$ cat config.mk
export PLATFORM = sky130hd
export DESIGN_NAME = seg_xlate
export DESIGN_NICKNAME = d
export VERILOG_FILES = /design/src/rtl/seg_pkg.sv /design/src/rtl/seg_base_regs.sv /design/src/rtl/seg_desc_fetch.sv /design/src/rtl/seg_desc_decode.sv /design/src/rtl/seg_limit_add.sv /design/src/rtl/seg_xlate.sv
export SDC_FILE = /design/constraint.sdc
export NUM_CORES = 1
export LEC_CHECK = 0
export BUFFER_PORTS_ARGS = -buffer_cell sky130_fd_sc_hd__buf_2
export CORE_ASPECT_RATIO = 0.5
export CORE_MARGIN = 2
export CORE_UTILIZATION = 50
export CTS_CLUSTER_DIAMETER = 200
export DETAILED_ROUTE_END_ITERATION = 6
export PLACE_DENSITY = 0.81
export REMOVE_ABC_BUFFERS = 1
export SKIP_LAST_GASP = 1
export SYNTH_ARGS = -nofsm -noshare
export SYNTH_HDL_FRONTEND = slang
export SYNTH_HIERARCHICAL = 1
export SYNTH_SLANG_ARGS = --single-unit
$ cat constraint.sdc
create_clock -name clk_i -period 5.3 [get_ports clk_i]
set_clock_uncertainty 0.05 [all_clocks]
set_input_delay 0 -clock clk_i [delete_from_list [all_inputs] [get_ports clk_i]]
set_output_delay 0 -clock clk_i [all_outputs]
set_load 0.1 [all_outputs]
$ cat src/rtl/seg_pkg.sv
package seg_pkg;
  localparam int unsigned AW     = 32;
  localparam int unsigned SEL_W  = 16;
  localparam int unsigned IDX_W  = SEL_W - 3;
  localparam int unsigned LIM_W  = 20;
  localparam int unsigned TYP_W  = 4;
  localparam int unsigned PL_W   = 2;
  localparam int unsigned ENT_SH = 3;   // 8-byte entries
  localparam int unsigned N_TBL  = 2;

  typedef struct packed {
    logic [AW-1:0]    base;
    logic [LIM_W-1:0] limit;
    logic [TYP_W-1:0] kind;
    logic [PL_W-1:0]  dpl;
  } seg_desc_t;

  typedef enum logic [1:0] {
    XS_IDLE = 2'd0,
    XS_LO   = 2'd1,
    XS_HI   = 2'd2,
    XS_RESP = 2'd3
  } xl_state_e;
endpackage

$ cat src/rtl/seg_base_regs.sv
module seg_base_regs
  import seg_pkg::*;
(
  input  logic          clk_i,
  input  logic          rst_ni,
  input  logic          we_i,
  input  logic          sel_i,
  input  logic [AW-1:0] wdata_i,
  output logic [AW-1:0] rdata_o,
  output logic [AW-1:0] gbase_o,
  output logic [AW-1:0] lbase_o
);
  logic [AW-1:0] base_q [N_TBL];

  for (genvar t = 0; t < N_TBL; t++) begin : g_tbl
    always_ff @(posedge clk_i or negedge rst_ni) begin
      if (!rst_ni)                          base_q[t] <= '0;
      else if (we_i && (int'(sel_i) == t))  base_q[t] <= wdata_i;
    end
  end

  assign rdata_o = base_q[sel_i];
  assign gbase_o = base_q[0];
  assign lbase_o = base_q[1];
endmodule

$ cat src/rtl/seg_desc_fetch.sv
module seg_desc_fetch
  import seg_pkg::*;
(
  input  logic             clk_i,
  input  logic             rst_ni,
  input  logic             req_i,
  input  logic             tbl_local_i,
  input  logic [IDX_W-1:0] idx_i,
  input  logic [AW-1:0]    gbase_i,
  input  logic [AW-1:0]    lbase_i,
  input  logic             mem_rvalid_i,
  input  logic [31:0]      mem_rdata_i,
  output logic             mem_req_o,
  output logic [AW-1:0]    mem_addr_o,
  output logic             accept_o,
  output logic             hi_done_o,
  output logic             resp_o,
  output logic             busy_o,
  output logic [31:0]      lo_word_o
);
  localparam int unsigned PAD_W = AW - IDX_W - ENT_SH;

  xl_state_e     state_q;
  logic [AW-1:0] addr_q;
  logic [31:0]   lo_q;
  logic [AW-1:0] ent_addr;

  assign ent_addr = (tbl_local_i ? lbase_i : gbase_i)
                  + {{PAD_W{1'b0}}, idx_i, {ENT_SH{1'b0}}};

  always_ff @(posedge clk_i or negedge rst_ni) begin
    if (!rst_ni) begin
      state_q <= XS_IDLE;
      addr_q  <= '0;
      lo_q    <= '0;
    end else begin
      unique case (state_q)
        XS_IDLE: if (req_i) begin
          state_q <= XS_LO;
          addr_q  <= ent_addr;
        end
        XS_LO: if (mem_rvalid_i) begin
          state_q <= XS_HI;
          lo_q    <= mem_rdata_i;
          addr_q  <= addr_q + AW'(4);
        end
        XS_HI:   if (mem_rvalid_i) state_q <= XS_RESP;
        XS_RESP: state_q <= XS_IDLE;
        default: state_q <= XS_IDLE;
      endcase
    end
  end

  assign mem_req_o  = (state_q == XS_LO) || (state_q == XS_HI);
  assign mem_addr_o = addr_q;
  assign accept_o   = (state_q == XS_IDLE) && req_i;
  assign hi_done_o  = (state_q == XS_HI) && mem_rvalid_i;
  assign resp_o     = (state_q == XS_RESP);
  assign busy_o     = (state_q != XS_IDLE);
  assign lo_word_o  = lo_q;
endmodule

$ cat src/rtl/seg_desc_decode.sv
module seg_desc_decode
  import seg_pkg::*;
(
  input  logic [31:0] lo_i,
  input  logic [31:0] hi_i,
  output seg_desc_t   desc_o
);
  logic unused_hi;

  always_comb begin
    desc_o.base  = {hi_i[31:24], hi_i[7:0], lo_i[31:16]};
    desc_o.limit = {hi_i[19:16], lo_i[15:0]};
    desc_o.kind  = hi_i[11:8];
    desc_o.dpl   = hi_i[14:13];
  end

  assign unused_hi = ^{hi_i[23:20], hi_i[15], hi_i[12]};
endmodule

$ cat src/rtl/seg_limit_add.sv
module seg_limit_add
  import seg_pkg::*;
(
  input  seg_desc_t     desc_i,
  input  logic [AW-1:0] offset_i,
  output logic [AW-1:0] lin_o,
  output logic          over_o
);
  assign lin_o  = desc_i.base + offset_i;
  assign over_o = offset_i > {{(AW-LIM_W){1'b0}}, desc_i.limit};
endmodule

$ cat src/rtl/seg_xlate.sv
module seg_xlate
  import seg_pkg::*;
(
  input  logic             clk_i,
  input  logic             rst_ni,
  input  logic             cfg_we_i,
  input  logic             cfg_sel_i,
  input  logic [AW-1:0]    cfg_wdata_i,
  output logic [AW-1:0]    cfg_rdata_o,
  input  logic             req_i,
  input  logic [SEL_W-1:0] selector_i,
  input  logic [AW-1:0]    offset_i,
  output logic             ack_o,
  output logic             valid_o,
  output logic             fault_o,
  output logic [AW-1:0]    lin_addr_o,
  output logic [LIM_W-1:0] seg_limit_o,
  output logic [TYP_W-1:0] seg_type_o,
  output logic [PL_W-1:0]  seg_dpl_o,
  output logic [PL_W-1:0]  rpl_o,
  output logic             mem_req_o,
  output logic [AW-1:0]    mem_addr_o,
  input  logic             mem_rvalid_i,
  input  logic [31:0]      mem_rdata_i
);
  logic [AW-1:0] gbase, lbase;
  logic          accept, hi_done, resp, busy;
  logic [31:0]   lo_word;
  seg_desc_t     desc;
  logic [AW-1:0] lin;
  logic          over;

  logic [AW-1:0]    off_q, lin_q;
  logic [PL_W-1:0]  rpl_q, dpl_q;
  logic [LIM_W-1:0] lim_q;
  logic [TYP_W-1:0] kind_q;
  logic             flt_q;

  seg_base_regs u_regs (
    .clk_i   (clk_i),
    .rst_ni  (rst_ni),
    .we_i    (cfg_we_i),
    .sel_i   (cfg_sel_i),
    .wdata_i (cfg_wdata_i),
    .rdata_o (cfg_rdata_o),
    .gbase_o (gbase),
    .lbase_o (lbase)
  );

  seg_desc_fetch u_fetch (
    .clk_i        (clk_i),
    .rst_ni       (rst_ni),
    .req_i        (req_i),
    .tbl_local_i  (selector_i[2]),
    .idx_i        (selector_i[SEL_W-1:3]),
    .gbase_i      (gbase),
    .lbase_i      (lbase),
    .mem_rvalid_i (mem_rvalid_i),
    .mem_rdata_i  (mem_rdata_i),
    .mem_req_o    (mem_req_o),
    .mem_addr_o   (mem_addr_o),
    .accept_o     (accept),
    .hi_done_o    (hi_done),
    .resp_o       (resp),
    .busy_o       (busy),
    .lo_word_o    (lo_word)
  );

  seg_desc_decode u_dec (
    .lo_i   (lo_word),
    .hi_i   (mem_rdata_i),
    .desc_o (desc)
  );

  seg_limit_add u_chk_add (
    .desc_i   (desc),
    .offset_i (off_q),
    .lin_o    (lin),
    .over_o   (over)
  );

  always_ff @(posedge clk_i or negedge rst_ni) begin
    if (!rst_ni) begin
      off_q <= '0;
      rpl_q <= '0;
    end else if (accept) begin
      off_q <= offset_i;
      rpl_q <= selector_i[1:0];
    end
  end

  always_ff @(posedge clk_i or negedge rst_ni) begin
    if (!rst_ni) begin
      lin_q  <= '0;
      lim_q  <= '0;
      kind_q <= '0;
      dpl_q  <= '0;
      flt_q  <= 1'b0;
    end else if (hi_done) begin
      lin_q  <= lin;
      lim_q  <= desc.limit;
      kind_q <= desc.kind;
      dpl_q  <= desc.dpl;
      flt_q  <= over;
    end
  end

  assign ack_o       = resp;
  assign valid_o     = resp && !flt_q;
  assign fault_o     = resp && flt_q;
  assign lin_addr_o  = lin_q;
  assign seg_limit_o = lim_q;
  assign seg_type_o  = kind_q;
  assign seg_dpl_o   = dpl_q;
  assign rpl_o       = rpl_q;
endmodule

Word level (Yosys, flattened, before mapping) --
Cells that the tools add are included.
Storage, ports and cells: output and inout port bits 128, word-level logic and storage cells 49, bits of input ports 118, flip-flop bits (word level) 223
Operators by class: equal/unequal tests 6, bitwise operators 2, multiplexer cells 11, magnitude comparators 2, reductions and logical operators 13, add/sub/neg operators 3
Operator list (count):
- $mux 32 | 6
- $pmux 32 s2 | 1
- $add 32x16->32 | 1
- $add 32x3->32 const B | 1
- $add 32x32->32 | 1
- $gt 32x20->1 | 1
- $pmux 2 s4 | 1
- $logic_and 1x1->1 | 6
- $mux 2 | 3
- $ne 2x2->1 const B | 3
- $reduce_and 3->1 | 2
- $eq 2x2->1 const B | 2
- $eq 2x1->1 const B | 1
- $ge 2x2->1 const B | 1
- $logic_not 2->1 | 1
- $not 1->2 | 1
- $reduce_and 2->1 | 1
- $reduce_bool 2->1 | 1
- $logic_not 1->1 | 1
- $logic_or 1x1->1 | 1
- $not 1->1 | 1

Longest topological paths before layout --
Gate-level depths: netlist (run 1).
depth in word-level cells 4, mapped depth 13, depth with buffers taken out 10

Hierarchy --
The synthesis (run 1) kept the hierarchy.
By module, submodules not included:
- seg_desc_fetch | sequential area each 1651.6 µm², instances 1, cells an instance 513, area an instance 4822.1 µm²
- seg_xlate | sequential area each 2327.2 µm², instances 1, cells an instance 199, area an instance 3507.1 µm²
- seg_base_regs | sequential area each 1601.5 µm², instances 1, cells an instance 173, area an instance 2776.4 µm²
- seg_limit_add | sequential area each 0.0 µm², instances 1, cells an instance 335, area an instance 2351.0 µm²
- seg_desc_decode | sequential area each 0.0 µm², instances 1, cells an instance 58, area an instance 435.4 µm²

Worst setup path after synthesis (run 1) --
OpenSTA, ideal clock, no wires.
kind input to register, start input selector_i[2], end register u_fetch.addr_q[31] (netlist: u_fetch/mem_addr_o[31]), stages 13, data required time 5156 ps, path buffers 5, arrival time 2917 ps, library setup time 94 ps, setup slack 2239 ps, cell sequence buf_4 > buf_6 > buf_4 > buf_2 > buf_2 > mux2_2 > ha_1 > o211ai_1 > o211a_1 > nor4_2 > o211ai_1 > xnor2_1 > a211oi_1
On the way: cells in the longest elaborated chain, start to end 4
Ends and longest elaborated chain:
- start: declaration | RTL line seg_xlate.sv:11 | input logic [SEL_W-1:0] selector_i,
- $mux 32 | RTL line seg_desc_fetch.sv:28 | assign ent_addr = (tbl_local_i ? lbase_i : gbase_i)
- $add 32x16->32 | RTL line seg_desc_fetch.sv:29 | + {{PAD_W{1'b0}}, idx_i, {ENT_SH{1'b0}}};
- $mux 32 | RTL line seg_desc_fetch.sv:38 | XS_IDLE: if (req_i) begin
- $pmux 32 s2 | RTL line seg_desc_fetch.sv:37 | unique case (state_q)
- end signal: assignment | RTL line seg_desc_fetch.sv:40 | addr_q <= ent_addr;
- end signal: assignment | RTL line seg_desc_fetch.sv:45 | addr_q <= addr_q + AW'(4);
- end: declaration | RTL line seg_desc_fetch.sv:24 | logic [AW-1:0] addr_q;
No other way between the ends. The select of a mux whose other input is x is not followed. A chain may end at the register's enable or synchronous reset.

Final worst setup path (run 1) --
start input selector_i[2], end register u_fetch.addr_q[23] (netlist: u_fetch/mem_addr_o[23])
Same word-level chain as after synthesis.

==> summary.md, run 1 <==
| Metric | Value |
|---|---|
| Status | `completed` |
| Worst Max-Slew Pin Slew | `1030 ps` |
| Post-Syn Area per Cell | `10.9 sq um` |
| CTS Buf Count | `23` |
| Overflow after GRT | `0` |
| Ys Warns | `6` |
| Worst hold path depth | `4` |
| Die Footprint | `0.0292 sq mm` |
| Post-Synthesis Cell Area | `between 0.01 and 0.015 sq mm` |
| Initial Util | `0.505` |
| Routed vias/inst | `5.80` |
| TritonCTS Sinks | `223` |
| Drt drc | `0` |
| Max cap viols | `0` |
| WL/cell | `19.8 um` |
| Clk_lat worst skew | `530 ps` |
| CTS H-tree lvls | `1` |
| # rows | `43` |
| Cell count after synthesis | `1277` |
| Hold Violations, Final | `0` |
| CTS clk-pin slew, worst paths | `60 ps` |
| CP Launch Type | `primary input` |
| # IOs | `246` |
| Hold Path Class | `in2reg` |
| Final setup violation count | `0` |
| Port Buffer Count | `245` |
| Maximum clock frequency | `about 310 MHz` |
| Initial antenna violation count | `1` |
| Slew Limit Fails | `0` |
| CP Max Fanout | `36` |
| Critical path endpoint category | `flop` |
| Placer congestion estimate | `0.979` |
| Met3 Wirelength | `2130 um` |
| Post-DP HPWL | `roughly 26000 um` |
| Core area | `0.0275 sq mm` |
| Die Ht | `122 um` |
| Vias in the first global route | `11300` |
| Final net count | `1736` |
| DR pass1 iterations | `6` |
| Unrepaired setup endpoints after global routing | `no` |
| Post-detailed-route count of antenna-violating nets | `0` |
| Area occupied by multi-input gates | `0.00740 sq mm` |
| Fillers | `2144` |
| Clock period minus worst slack | `3240 ps` |
| Max layer used | `met4` |
| CTS root buf | `clkbuf_16` |
| Routed wire length | `38500 um` |
| Met2 wire length | `about 19000 um` |
| Share of cells above drive strength 1 | `0.364` |
| Pin count of the biggest net entering global routing | `133` |
| Crit path DAT | `3580 ps` |
| Worst endpoint required time | `5640 ps` |
| Critical path class | `in2reg` |
| Die X | `240 um` |
| CTS tree | `yes` |
| Post-cts sizing count | `0` |
| Reg area | `0.00558 sq mm` |
| CTS Buffer Depth | `3` |
| Gr usage total | `0.260` |
| Worst R2R Path Depth | `7` |
| Via count | `11300` |
| First-pass GRT wire length | `between 60000 and 70000 um` |
| Final Cycle Share | `0.611` |
| Relative slew slack | `0.315` |
| Met1 WL | `roughly 15000 um` |
| First DRT Iteration DRCs | `896` |
| Synth-to-Final Area Change | `20.0%` |
| TNS Setup | `0 ps` |
[area by class of cell]
| cell class | count | share of cell area |
|---|---|---|
| multi-input cells | 909 | 0.444 |
| flip-flops and latches | 223 | 0.335 |
| repair buffers | 359 | 0.141 |
| clock buffers | 29 | 0.0383 |
| well taps | 382 | 0.0287 |
| inverters | 30 | 0.00676 |
| clock inverters | 12 | 0.00586 |
| diodes | 2 | 0.000300 |
[final timing paths]
check / start / end / slack, ps
setup / recovery: selector_i[2] / u_fetch/mem_addr_o[23] / 2060
hold / removal: selector_i[9] / u_fetch/mem_addr_o[10] / 40
setup reg to reg: u_fetch/state_q[0] / u_fetch/mem_addr_o[10] / 2210
hold reg to reg: u_fetch/mem_addr_o[1] / u_fetch/mem_addr_o[1] / 440
max in group asynchronous: rst_ni / lin_addr_o[24] / 3680
min in group asynchronous: rst_ni / u_regs/gbase_o[9] / 120
[metrics by stage]
step	utilization	area [sq um]	setup WS, ps	cells	hold slack (ps)
3_5_place_dp	0.541	14900	2210	1799	127
2_1_floorplan	-	13100	2250	1162	-346
6_report	0.606	16700	2060	1946	38.4
5_1_grt	0.606	16700	1880	1945	48.3
4_1_cts	0.606	16700	2190	1944	22.3
3_3_place_gp	0.541	14900	2260	1799	120
[layout by cell type, fill, tap and decap left out, types with 13 or more instances in the layout]
master	count
a211oi_1	13
a21o_1	22
a21oi_1	75
buf_2	244
clkbuf_16	23
dfrtp_1	223
dlygate4sd3_1	104
ha_1	70
inv_1	30
mux2_2	230
mux2i_1	20
nand2_1	75
nand3_1	31
nand4_1	20
nor2_1	39
nor3_1	17
o211ai_1	15
o21ai_0	49
o21ai_1	20
xnor2_1	29
xor2_1	21
[worst max-delay path: stages]
cell           delay, ps
dlygate4sd3_1        540
buf_2                290
buf_4                440
mux2_2               390
ha_1                 400
a21oi_1              100
o211a_1              160
nor4_2               620
o21ai_0              200
xnor2_1              170
o21ai_0              270
[state kept, by name, indices dropped and copies added, names as in the netlist, 4 cells and up]
name,flops
lin_addr_o,32
off_q,32
seg_limit_o,20
seg_type_o,4
u_fetch/lo_word_o,32
u_fetch/mem_addr_o,32
u_regs/gbase_o,32
u_regs/lbase_o,32
[metal layers]
metal  vias up  track usage
li1       5170            -
met1      5486        0.317
met2       489        0.441
met3       150       0.0458
met4         0        0.145
met5         -            0
[what timing repair did]
action | 4_1_cts | 5_1_grt
buffers inserted | 0 | 0
hold buffers | 104 | 0
hold endpoints to repair | 276 | 0
Power of run 1 is not shown: default switching activity piles up to over one toggle a cycle in this logic, so the estimate is an artifact.
==> run 2, diff against run 1 <==
ABC_AREA = 1   (was unset)
PLACE_DENSITY = 0.83   (was 0.81)
clock period = 2.7 ns   (was 5.3 ns; I/O delays follow)
==> run 2 against run 1 <==
  * Synthesized area increased by 10%
  * Utilization down 0.064 points
  * Synthesized cell count up 78%
  * Final cell count rose by 52%
  * Global-route usage rose by 2.9 points
  * Sequential cell count stayed put
  * First-iteration DRC count grew 68%
  * Critical path depth rose by 1
  * Clock-buffer cell count shrank 1
  * Non-clock buffer count increased by 14
  * Design area grew 9.9%
  * Critical path type is now reg2reg
  * Highest routed layer unchanged
==> summary.md, run 2 <==
| Metric | Value |
|---|---|
| Most frequent cells in the layout | `nand2_1 (1061), buf_2 (244), inv_1 (235), dfrtp_1 (223), nand3_1 (173)` |
| Hold Violations, Final | `0 (unchanged)` |
| Die Footprint | `0.0322 sq mm (+10%)` |
| Crit path DAT | `2730 ps (-850 ps)` |
| Clk_lat worst skew | `530 ps (about the same)` |
| Critical path endpoint category | `flop` |
| Reg-to-reg endpoint | `lin_addr_o[28]` |
| Critical path class | `reg2reg` |
| Post-DP HPWL | `32000 um (+25%)` |
| Synth-to-Final Area Change | `19.4%` |
| Post-Synthesis Cell Area | `0.0153 sq mm (+10%)` |
| Pin count of the biggest net entering global routing | `73 (-45%)` |
| # IOs | `246 (unchanged)` |
| Yosys top cell area share | `0.364` |
| Pwr Density | `1300 mW/mm^2` |
| First DRT Iteration DRCs | `1502 (+68%)` |
| Worst setup startpoint | `off_q[0]` |
| Post-synthesis register bit count | `223` |
| CP Max Fanout | `3 (-92%)` |
| Hold EP | `u_fetch/mem_addr_o[4]` |
| TritonCTS Sinks | `223 (unchanged)` |
| Ys Warns | `6 (unchanged)` |
| Hold WS | `35.0 ps (-3.41 ps)` |
| Routed wire length | `46500 um (+21%)` |
| Async SR Flop Fraction | `1.00` |
| Hold Path Class | `in2reg` |
| Final setup violation count | `0 (unchanged)` |
| Gr usage total | `0.289 (+0.0294)` |
| Final net count | `2729 (+57%)` |
| CP Launch Type | `flop` |
| # rows | `45 (+4.7%)` |
| Area leader, netlist | `dfrtp_1` |
| Clock period minus worst slack | `2360 ps` |
| DR pass1 iterations | `6 (unchanged)` |
| Slew Limit Fails | `0 (unchanged)` |
| Worst endpoint required time | `3070 ps (-2570 ps)` |
| Share of cells above drive strength 1 | `0.150 (-0.214)` |
| WL/cell | `15.7 um (-20%)` |
| VDD IR max | `0.753 mV` |
| Drt drc | `0 (unchanged)` |
| Tot Pwr | `between 20000 and 25000 uW` |
| Seq/Total Area, Yosys | `0.364` |
| Via count | `15500 (+37%)` |
| CTS H-tree lvls | `1 (unchanged)` |
| Cell count after synthesis | `2270 (+78%)` |
| First-pass GRT wire length | `75300 um (+25%)` |
| CTS tree | `yes` |
| Vias in the first global route | `15200 (+35%)` |
| Worst Max-Slew Pin Slew | `775 ps (-253 ps)` |
| Worst r2r src | `off_q[0]` |
| Initial antenna violation count | `3 (+2)` |
| Leak | `0.0105 uW` |
| CTS Buffer Depth | `3 (unchanged)` |
| Overflow after GRT | `0 (unchanged)` |
| Port Buffer Count | `245 (unchanged)` |
| Die X | `252 um (+5.0%)` |
| Status | `completed` |
| Maximum clock frequency | `424 MHz` |
| Relative slew slack | `0.480 (+0.165)` |
| Post-detailed-route count of antenna-violating nets | `0 (unchanged)` |
| Die Ht | `128 um (+4.9%)` |
| Hold_sp | `selector_i[4]` |
| Count leader, synth | `nand2_1` |
| Worst hold path depth | `4 (unchanged)` |
| Initial Util | `0.507 (+0.00172)` |
| EDFF count, synth | `0` |
| Top FF cell, synth | `dfrtp_1` |
| CTS Buf Count | `22 (-4.3%)` |
| Post-cts sizing count | `0 (unchanged)` |
| Max cap viols | `0 (unchanged)` |
| Commonest non-fill, non-tap cell in the layout | `nand2_1` |
| Placed Cells | `2805 (+56%)` |
| Ranking of synthesized cells by area | `dfrtp_1 (36%), nand2_1 (26%), inv_1 (5.8%)` |
| CTS root buf | `clkbuf_16` |
| R2r setup slk | `340 ps (-1870 ps)` |
| Final non-filler cell total | `2957 (+52%)` |
| Post-synth top cells | `nand2_1 (1061), inv_1 (237), dfrtp_1 (223)` |
| Unrepaired setup endpoints after global routing | `no` |
| Core area | `0.0302 sq mm (+10%)` |
| Final Cycle Share | `0.874` |
| Post-Syn Area per Cell | `6.75 sq um (-38%)` |
| Routed vias/inst | `5.22 (-10%)` |
| Placer congestion estimate | `0.986 (+0.77%)` |
| Synth unique cells | `46` |
| Worst R2R Path Depth | `12 (+5)` |
| CTS clk-pin slew, worst paths | `70 ps (about the same)` |
[run 2: cell count changes in the layout (fill, tap and decap cells not counted), moves of 20 or more]
| cell | previous run | this run |
|---|---|---|
| nor2_1 | 39 | 113 |
| o21ai_1 | 20 | 0 |
| nand3_1 | 31 | 173 |
| nand2_1 | 75 | 1061 |
| inv_1 | 30 | 235 |
| xnor2_1 | 29 | 1 |
| a21o_1 | 22 | 2 |
| mux2_2 | 230 | 32 |
[run 2: worst max path at each step]
stage                             endpoint  cells past startpoint
global placement            lin_addr_o[28]                     12
finish                      lin_addr_o[28]                     12
detailed placement  u_fetch/mem_addr_o[11]                     14
global route        u_fetch/mem_addr_o[12]                     10
CTS                         lin_addr_o[28]                     12
floorplan           u_fetch/mem_addr_o[12]                      7
[run 2: repair_timing]
| action | in CTS | in global routing |
|---|---|---|
| setup endpoints to repair | 0 | 0 |
| hold endpoints to repair | 374 | 0 |
| setup buffers | 0 | 0 |
| hold buffers | 109 | 0 |
[run 2: metrics by stage]
stage	setup WS [ps]	area, sq um	utilization	TNS (ps)
floorplan	-117	14500	-	-1180
global placement	449	16400	0.542	0
CTS	387	18300	0.605	0
finish	340	18300	0.605	0
global route	132	18300	0.605	0
detailed placement	405	16400	0.542	0
[run 2: power breakdown]
part           internal (uW)  switching, uW  total (uW)
clock network           2060           1470        3530
logic                   3450          11000       14500
registers               4630           1090        5720
total                  10100          13600       23700
[run 2: cell type report]
class | instances | area, sq um
Fill cell | 2735 | 11900
Multi-Input combinational cell | 1677 | 7960
Sequential cell | 223 | 5580
Timing Repair Buffer | 373 | 2540
Inverter | 242 | 911
Clock buffer | 28 | 634
Tap cell | 399 | 499
Clock inverter | 12 | 175
Antenna cell | 3 | 7.51
[run 2: cells by family after synthesis]
family	after synthesis	synth area share
buf+inv	370	0.116
mux	33	0.0242
xor+xnor	27	0.0154
fa+ha+maj	72	0.0598
simple gates	1425	0.376
flops	223	0.364
compound gates	120	0.0438
[run 2: critical path, stage by stage (launching register included)]
cell and delay (ps):
dfrtp_1 420, ha_1 280, fa_1 460, nand3_1 120, nand3_1 160, nand3_1 120, nand3b_1 210, nand2_1 150
nand2_1 60, nand2_1 60, nand2_1 50, nand2_1 60, nand2_1 60
[run 2: routing by layer]
layer	wire [um]	GRT usage
met1	19100	0.360
met2	22200	0.500
met3	3000	0.0428
met4	2220	0.134
met5	0	0
(Power assumes the default switching activity.)
==> run 3, diff against run 2 <==
CELL_PAD_IN_SITES_DETAIL_PLACEMENT = 0   (was unset)
CELL_PAD_IN_SITES_GLOBAL_PLACEMENT = 1   (was unset)
CORE_UTILIZATION = 37   (was 50)
CTS_CLUSTER_SIZE = 20   (was unset)
PLACE_DENSITY = unset   (was 0.83)
PLACE_DENSITY_LB_ADDON = 0.1   (was unset)
==> run 3 against run 2 <==
  * Global-route usage shrank 7.1 points
  * Maximum frequency up 0.15%
  * Final cell count up 4.1%
  * Utilization down 16 points
  * Via count shrank 6.7%
  * Clock-buffer cell count decreased by 13
  * First-iteration DRC count shrank 54%
  * Worst hold slack worse by 14 ps
  * Sequential power shrank 1%
==> summary.md, run 3 (synthesis gave the netlist of run 2 again) <==
| Metric | Value |
|---|---|
| Critical path endpoint | `u_fetch/mem_addr_o[22]` |
| Leak | `0.0104 uW (-1.6%)` |
| Slew Limit Fails | `0 (unchanged)` |
| Most frequent cells in the layout | `nand2_1 (1061), buf_2 (244), inv_1 (235), dfrtp_1 (223), nand3_1 (173)` |
| Post-cts sizing count | `0 (unchanged)` |
| Core area | `0.0407 sq mm (+34%)` |
| Maximum clock frequency | `424 MHz (+0.15%)` |
| Pwr Density | `1230 mW/mm^2 (-4.9%)` |
| Crit path DAT | `2740 ps (about the same)` |
| CTS H-tree lvls | `1 (unchanged)` |
| Critical path endpoint category | `flop` |
| Port Buffer Count | `245 (unchanged)` |
| Most frequent cell on the critical path | `nand2_1` |
| DR pass1 iterations | `7 (+1)` |
| WL/cell | `15.3 um (-2.5%)` |
| Slowest-stage cell, CP | `dlygate4sd3_1` |
| CP Max Fanout | `25 (+22)` |
| Tot Pwr | `22400 uW (-5.8%)` |
| Post-CTS Setup Inserts | `0 (unchanged)` |
| Via count | `14400 (-6.7%)` |
| Relative slew slack | `0.545 (+0.0652)` |
| Cells along the critical path | `dlygate4sd3_1 > buf_2 > inv_2 > nand2_1 > nand2_1 > ha_1 > nand2_1 > nand3_1 > nand2_1 > nand3_1 > nand2_1 > nand2_1 > nand3_1 > nand3_1 > a21boi_0` |
| Post-CTS Hold Fix Bufs | `110 (+0.92%)` |
| CTS Buffer Depth | `3 (unchanged)` |
| Final setup violation count | `0 (unchanged)` |
| Clock period minus worst slack | `2360 ps (-3.51 ps)` |
| Reg-to-reg endpoint | `u_fetch/mem_addr_o[11]` |
| Routed wire length | `47200 um (+1.5%)` |
| Die Footprint | `0.0432 sq mm (+34%)` |
| Ant diodes | `0 (-3)` |
| Delay of the slowest critical-path stage | `540 ps (+80 ps)` |
| Placer congestion estimate | `0.882 (-11%)` |
| First-pass GRT wire length | `75600 um (+0.47%)` |
| Gr usage total | `0.218 (-0.0707)` |
| Post-detailed-route count of antenna-violating nets | `0 (unchanged)` |
| Fillers | `4410 (+61%)` |
| # IOs | `246 (unchanged)` |
| Routed vias/inst | `4.68 (-10%)` |
| Worst r2r src | `u_regs/gbase_o[3]` |
| TritonCTS Sinks | `223 (unchanged)` |
| Share of cells above drive strength 1 | `0.145 (-0.00497)` |
| CTS Buf Count | `15 (-32%)` |
| CTS tree | `yes` |
| CTS clk-pin slew, worst paths | `100 ps (+30 ps)` |
| CP Launch Type | `primary input` |
| Unrepaired setup endpoints after global routing | `no` |
| Overflow after GRT | `0 (unchanged)` |
| TNS Setup | `0 ps (unchanged)` |
| Initial Util | `0.377 (-0.130)` |
| Critical path class | `in2reg` |
| # rows | `52 (+16%)` |
| Die Ht | `148 um (+16%)` |
| Pin count of the biggest net entering global routing | `89 (+22%)` |
| Commonest non-fill, non-tap cell in the layout | `nand2_1` |
| Clk_lat worst skew | `520 ps (about the same)` |
| First DRT Iteration DRCs | `684 (-54%)` |
| Worst setup startpoint | `selector_i[2]` |
| Vias in the first global route | `14000 (-7.6%)` |
| Final net count | `2729 (unchanged)` |
| CTS root buf | `clkbuf_16` |
| Worst endpoint required time | `3080 ps (about the same)` |
| Initial antenna violation count | `1 (-2)` |
| Synth-to-Final Area Change | `18.3%` |
| Max cap viols | `0 (unchanged)` |
| Worst Max-Slew Pin Slew | `681 ps (-94.0 ps)` |
| Final Cycle Share | `0.873 (-0.00130)` |
| Status | `completed` |
| Die X | `292 um (+16%)` |
| Worst R2R Path Depth | `12 (unchanged)` |
| R2r setup slk | `430 ps (+90 ps)` |
| Hold Path Class | `in2async` |
| Hold Violations, Final | `0 (unchanged)` |
| Drt drc | `0 (unchanged)` |
| Post-DP HPWL | `35500 um (+11%)` |
| VDD IR max | `0.640 mV (-15%)` |
run 3: metrics by stage:
step	area [sq um]	instances	setup slack, ps	util	hold slack, ps
finish	18100	3079	344	0.446	21.0
global route	18100	3079	72.5	0.446	19.4
CTS	18100	3079	338	0.446	6.06
detailed placement	16600	2952	336	0.409	-147
global placement	16600	2952	381	0.409	-152
floorplan	14500	2142	-117	-	-346
run 3: area by class of cell:
| cell class | count | area [sq um] | area share |
|---|---|---|---|
| sequential | 223 | 5580 | 0.308 |
| inverter | 242 | 911 | 0.0502 |
| timing repair buffer | 380 | 2600 | 0.143 |
| multi-input combinational | 1677 | 7960 | 0.439 |
| clock inverter | 2 | 28.8 | 0.00159 |
| clock buffer | 15 | 375 | 0.0207 |
| tap | 540 | 676 | 0.0373 |
run 3: how the worst min path moves through the flow:
stage / startpoint / to
final: rst_ni / u_fetch/mem_addr_o[15]
after global routing: rst_ni / u_fetch/mem_addr_o[10]
after CTS: rst_ni / u_fetch/mem_addr_o[14]
after detailed placement: rst_ni / u_fetch/mem_addr_o[10]
after global placement: rst_ni / u_fetch/mem_addr_o[10]
after floorplan: rst_ni / flt_q
run 3: metal layers:
| metal | up-vias | track usage | part of all wire |
|---|---|---|---|
| met4 | 0 | 0.0407 | 0.017 |
| met1 | 6624 | 0.288 | 0.46 |
| met2 | 216 | 0.392 | 0.49 |
| li1 | 7526 | - | - |
| met5 | - | 0 | 0 |
| met3 | 46 | 0.0214 | 0.029 |
run 3: worst max-delay path: cells and delay by family:
family                     cells  cell delay, ps
and+or+nand+nor               10            1190
AOI/OAI and AO/OA              1             190
adders and majority gates      1             280
buffers and inverters          3            1090
run 3: power breakdown:
group | switching (uW) | internal (uW)
sequential | 1040 | 4620
clock | 1290 | 1030
combinational | 10900 | 3470
total | 13200 | 9120
